===== src/rtl/wfe_sleep_ctrl.sv =====
module wfe_sleep_ctrl #(
  parameter int NPEND = 8
) (
  input  logic             clk,
  input  logic             rst_n,
  input  logic             wfe_req,
  input  logic             wfi_req,
  input  logic             sev_req,
  input  logic             event_in,
  input  logic [NPEND-1:0] pend_vec,
  input  logic             exc_take,
  input  logic             dbg_req,
  input  logic             dbg_en,
  input  logic             pend_event_en,
  input  logic             deep_en,
  input  logic             power_down,
  input  logic             lp_reg,
  output logic             asleep,
  output logic [1:0]       lp_mode,
  output logic             wake,
  output logic             event_out
);

  typedef enum logic [1:0] {S_RUN, S_WFE, S_WFI} state_t;

  state_t           state, state_n;
  logic             ev_latch, ev_latch_n;
  logic [NPEND-1:0] pend_q;
  logic [1:0]       mode_q, mode_sel;
  logic             new_pend, ev_src, go_sleep;

  assign new_pend = |(pend_vec & ~pend_q);
  assign ev_src   = sev_req | event_in | exc_take | (dbg_req & dbg_en)
                  | (pend_event_en & new_pend);

  assign mode_sel = !deep_en   ? 2'd0 :
                    power_down ? 2'd3 :
                    lp_reg     ? 2'd2 : 2'd1;

  always_comb begin
    state_n    = state;
    ev_latch_n = ev_latch;
    wake       = 1'b0;
    go_sleep   = 1'b0;
    unique case (state)
      S_RUN: begin
        if (wfe_req) begin
          ev_latch_n = 1'b0;
          if (ev_latch || ev_src) begin
            wake = 1'b1;
          end else begin
            state_n  = S_WFE;
            go_sleep = 1'b1;
          end
        end else begin
          if (ev_src) ev_latch_n = 1'b1;
          if (wfi_req) begin
            state_n  = S_WFI;
            go_sleep = 1'b1;
          end
        end
      end
      S_WFE: begin
        ev_latch_n = 1'b0;
        if (ev_src) begin
          wake    = 1'b1;
          state_n = S_RUN;
        end
      end
      S_WFI: begin
        if (ev_src) ev_latch_n = 1'b1;
        if (exc_take) begin
          wake    = 1'b1;
          state_n = S_RUN;
        end
      end
      default: state_n = S_RUN;
    endcase
  end

  always_ff @(posedge clk or negedge rst_n) begin
    if (!rst_n) begin
      state     <= S_RUN;
      ev_latch  <= 1'b0;
      pend_q    <= '0;
      mode_q    <= 2'd0;
      event_out <= 1'b0;
    end else begin
      state     <= state_n;
      ev_latch  <= ev_latch_n;
      pend_q    <= pend_vec;
      event_out <= sev_req;
      if (go_sleep) mode_q <= mode_sel;
    end
  end

  assign asleep  = (state != S_RUN);
  assign lp_mode = asleep ? mode_q : 2'd0;

  assert_hit_returns_R1: assert property (@(posedge clk) disable iff (!rst_n)
    (state == S_RUN && wfe_req && (ev_latch || ev_src)) |=> !asleep);

  assert_miss_sleeps_R2: assert property (@(posedge clk) disable iff (!rst_n)
    (state == S_RUN && wfe_req && !ev_latch && !ev_src) |=> asleep);

  assert_sev_sets_flag_R6: assert property (@(posedge clk) disable iff (!rst_n)
    (state == S_RUN && sev_req && !wfe_req) |=> ev_latch);

  assert_wfi_holds_R7: assert property (@(posedge clk) disable iff (!rst_n)
    (state == S_WFI && !exc_take) |=> asleep);

  assert_mode_steady_R8: assert property (@(posedge clk) disable iff (!rst_n)
    (asleep && $past(asleep)) |-> $stable(lp_mode));

  assert_wake_ends_sleep_R10: assert property (@(posedge clk) disable iff (!rst_n)
    (asleep && wake) |=> !asleep);

endmodule


===== config.mk =====
export PLATFORM = sky130hd
export DESIGN_NAME = wfe_sleep_ctrl
export DESIGN_NICKNAME = d
export VERILOG_FILES = /design/src/rtl/wfe_sleep_ctrl.sv
export SDC_FILE = /design/constraint.sdc
export NUM_CORES = 1
export LEC_CHECK = 0
export CAP_MARGIN = 10
export CORE_ASPECT_RATIO = 0.7
export CORE_MARGIN = 3
export CORE_UTILIZATION = 35
export DETAILED_ROUTE_END_ITERATION = 8
export SLEW_MARGIN = 20
export SYNTH_ARGS = -nofsm -noshare
export SYNTH_HDL_FRONTEND = slang
export SYNTH_SLANG_ARGS = --single-unit

===== constraint.sdc =====
create_clock -name clk -period 1.7 [get_ports clk]
set_input_delay 0.34 -clock clk [delete_from_list [all_inputs] [get_ports clk]]
set_output_delay 0.34 -clock clk [all_outputs]
set_load 0.05 [all_outputs]

# Yosys cells after proc, flatten, opt, wreduce, memory -nomap -nowiden
# Index checks and enable logic that the tools add are counted.
[word_totals]
ff_bits = 14
input_bits = 21
output_inout_bits = 5
elab_cells = 47
[op_classes]
n_eq_ne = 6
mux = 22
n_bitwise = 8
n_reduce_logical = 6
[ops]
columns = ["cell", "count"]
rows = [
  ["$mux 2", 9],
  ["$mux 1", 10],
  ["$and 8x8->8", 1],
  ["$not 8->8", 1],
  ["$reduce_or 8->1", 1],
  ["$ne 3x3->1 const B", 2],
  ["$pmux 1 s3", 2],
  ["$pmux 2 s3", 1],
  ["$ne 2x2->1 const B", 2],
  ["$or 1x1->1", 4],
  ["$reduce_and 4->1", 1],
  ["$reduce_bool 3->1", 1],
  ["$and 1x1->1", 2],
  ["$eq 2x1->1 const B", 1],
  ["$eq 2x2->1 const B", 1],
  ["$logic_not 2->1", 1],
  ["$reduce_bool 2->1", 1],
  ["$logic_or 1x1->1", 1],
]

# Longest topological paths before layout
[depth]
word_depth = 9
mapped_depth = 7
depth_no_buf = 7

# Least setup slack after synthesis
# No wires, ideal clock.
[synth_path]
path_kind = "reg-to-output"
start = "register state[1]"
end = "output port wake"
arrival_time_ns = 1.799
required_time_ns = 1.360
slack_ns = -0.439
stages_incl_launch_ff = 6
path_buffers = 0
cell_sequence = "dfrtp_1 inv_1 ha_1 nand3_1 a31o_1 a21oi_1"
[synth_via]
elab_chain_cells = 2
elab_cells_between_ends = 4
cone_classes = "eq/ne (2); mux (1); reduce/logical (1)"
[synth_lines]
columns = ["item", "line", "rtl"]
rows = [
  ["start: declaration", "26", "state_t state, state_n;"],
  ["start signal: assignment", "89", "state <= state_n;"],
  ["$eq 2x2->1, or another cell as far along", "45", "unique case (state)"],
  ["$pmux 1 s3 (*)", "45", ""],
  ["end: declaration", "20", "output logic wake,"],
]
# Mark *: on every way between the ends. The rest lies on a longest branch, timed or not.

# Worst setup path after layout
[layout_path]
start = "input port event_in"
end = "output port wake"
[layout_via]
elab_chain_cells = 8
elab_cells_between_ends = 9
cone_classes = "mux (4); bitwise (4); reduce/logical (1)"
[layout_lines]
columns = ["item", "line", "rtl"]
rows = [
  ["start: declaration", "9", "input logic event_in,"],
  ["$or 1x1->1 (*) (3 in a row)", "33", "assign ev_src = sev_req | event_in | exc_take | (dbg_req & dbg_en)"],
  ["$or 1x1->1 (*)", "34", "| (pend_event_en & new_pend);"],
  ["$logic_or 1x1->1", "49", "if (ev_latch || ev_src) begin"],
  ["$mux 1", "49", ""],
  ["$mux 1", "47", "if (wfe_req) begin"],
  ["$pmux 1 s3 (*)", "45", ""],
]
# Marked as above.

==> impl_metrics.tcl <==
set metrics [dict create \
    hpwlAfterDp_mm 1.26 \
    cp_slowest_cell "clkdlybuf4s50_1" \
    setup_ws_ns -0.203 \
    pre_cts_ws_ns -0.372 \
    synth.distinct_cells 25 \
    violations "setup timing" \
    fin_skew_ns 0.00353 \
    ys_seq_area_share_pct 46.8 \
    crit_fanout 2 \
    ant_nets 0 \
    synth_top_area_share_pct 46.8 \
    wl_per_cell_um 13.5 \
    syn2layout_area_growth_pct 76.1 \
    cp_top_family "compound AO/OA/AOI/OAI gates" \
    via_per_inst 4.98 \
    r2r-start "pend_q[2]$_DFF_PN0_" \
    dieArea_um2 2740 \
    r2r_setup_slack_ns 0.08 \
    ctsHoldBuffers 0 \
    clkTransAtPathRegs_ns 0.08 \
    synth_edf_count 0 \
    place_area_um2 1140 \
    timing.fmax_mhz 525 \
    fin_crit_sh_pct 112 \
    wl_mm 1.81 \
    worstPathRequired_ns 1.36 \
    core_um2 1940 \
    syn_nets 92 \
    pin_count 26 \
    clock_latency_ns 0.29 \
    place.gp.congestion 0.753 \
    synth_area_leaders "dfrtp_1 (47%), ha_1 (6.7%), inv_1 (6.0%)" \
    syn_area_um2 748 \
    post-route-drc-count 0 \
    grt_pass1_vias 615 \
    synthFlopType "dfrtp_1" \
    final_nets 138 \
    first_iter_violations 7 \
    slew_violations 0 \
    fin_tns_setup_ns -0.304 \
    p_leak_uw 0.000618 \
    cts-buffers-inserted 3 \
    cts-root-buf "clkbuf_4" \
    final_area_um2 1320 \
    grt_usage_pct 14.4 \
    syn-mean-instance-area_um2 11.2 \
    crit_start "event_in" \
    cts_tree "built" \
    vias 667 \
    critical_path_cell_count 5 \
    dieHeight_um 44.7 \
    hold_violations 0 \
    grt_pass1_wl_mm 2.74 \
    synthCells 67 \
    drt_pass1_iterations 4 \
    yosys.area.top_type "dfrtp_1" \
    synth_common_cells "dfrtp_1 (14), inv_1 (12), a21oi_1 (4), ha_1 (4), nand2b_1 (4)" \
    hold_path.class "in -> reg" \
    r2r_cells 7 \
    io_buffers 25 \
    gr-total-overflow 0 \
    rsz0062_at_grt "true" \
    status "finished with violations" \
    grt_max_degree 15 \
    yosysWarnings 0 \
    clkSinkCount 14 \
    whs_path_depth 1 \
    max_cap_viol_count 0 \
    clockBufferDepth 2 \
    synth_most_common_cell "dfrtp_1" \
    die_w_um 61.3 \
    num_antenna_cells 0 \
    utilization_pct 68.1 \
    worstPathCellList "clkdlybuf4s50_1 -> a2111oi_4 -> a31o_1 -> a21oi_4 -> buf_12" \
    cp.arrival_ns 1.56 \
    min_from "pend_vec[0]" \
    synth_seq_cells 14 \
    tightest_slew_ns 0.256 \
    slowest_delay_ns 0.44 \
    maxSlewHeadroom_pct 82.8 \
    criticalPathCategory "in -> out" \
    start_util_pct 38.7 \
    antenna_found_initial 0 \
    num_rows 13 \
    p_per_area_nw_per_um2 1230 \
    worstSetupEndpointType "output pin" \
    setup_viol 4 \
    drive_gt1_share_pct 41.1 \
    htreeDepth 1 \
    vdd_drop_max_mv 0.610 \
    cp_num_buf_inv 2 \
    startpoint_type "input port" \
    ys_async_sr_fraction_pct 100 \
    finalCriticalPeriod_ns 1.90 \
]
## routing by layer
layer	track usage, %	share of wire, %	up-vias
li1	-	-	332
met5	0	0	-
met2	22.2	46	26
met4	7.79	1.7	0
met1	17.4	44	305
met3	5.54	8.1	4
## final timing paths
kind	endpoint
min	pend_q[0]$_DFF_PN0_
min reg2reg	mode_q[1]$_DFFE_PN0P_
max	wake
min in group asynchronous	pend_q[1]$_DFF_PN0_
max reg2reg	state[1]$_DFFE_PN0P_
max in group asynchronous	state[1]$_DFFE_PN0P_
## kinds of logic after synthesis
logic type | share of synthesized area [%]
multiplexers | 4.18
adder cells (fa/ha/maj) | 6.69
AND/OR/NAND/NOR | 9.53
buffers and inverters | 6.52
flip-flops | 46.8
AO/OA/AOI/OAI | 26.3
## layout by cell type, fill, tap and decap left out, types with 2 or more instances in the layout
cell type	n
a31o_1	2
clkdlybuf4s50_1	11
mux2i_1	2
nor2_4	2
a21oi_1	2
o22ai_2	2
o21ai_0	2
clkbuf_4	3
inv_2	2
dlygate4sd2_1	8
inv_1	9
ha_1	2
buf_12	4
buf_4	16
nand2b_4	2
dfrtp_1	14
nand2b_1	2
a311oi_1	3
## registers in the layout, indices dropped and copies added, names as in the netlist
signal	flops
pend_q	8
state	2
mode_q	2
event_out	1
ev_latch	1
## layout make-up
type / count / area (um2)
flip-flops and latches: 14 / 350
clock buffers: 4 / 36.3
well taps: 22 / 27.5
fillers: 156 / 618
multi-input cells: 40 / 444
inverters: 13 / 51.3
repair buffers: 41 / 408
## per-stage QoR
| step | cells | hold slack (ns) | power (uW) |
|---|---|---|---|
| final | 134 | 0.296 | 1620 |
| after global routing | 134 | 0.266 | 1720 |
| after CTS | 131 | 0.287 | 1490 |
| after detailed placement | 123 | 0.529 | 1190 |
| after global placement | 123 | 0.529 | 1190 |
| after floorplan | 67 | 0.0444 | 841 |
## report_power, final
group	internal [uW]	switching, uW
clock	131	109
combinational	482	473
sequential	392	33.9
## repair_timing
| action | CTS | global route |
|---|---|---|
| resized for setup | 17 | 12 |
| endpoints found under the setup margin | 4 | 5 |
| setup buffers | 4 | 4 |
| pin swaps | 7 | 8 |
No activity file was read; power rests on OpenSTA's default activity.
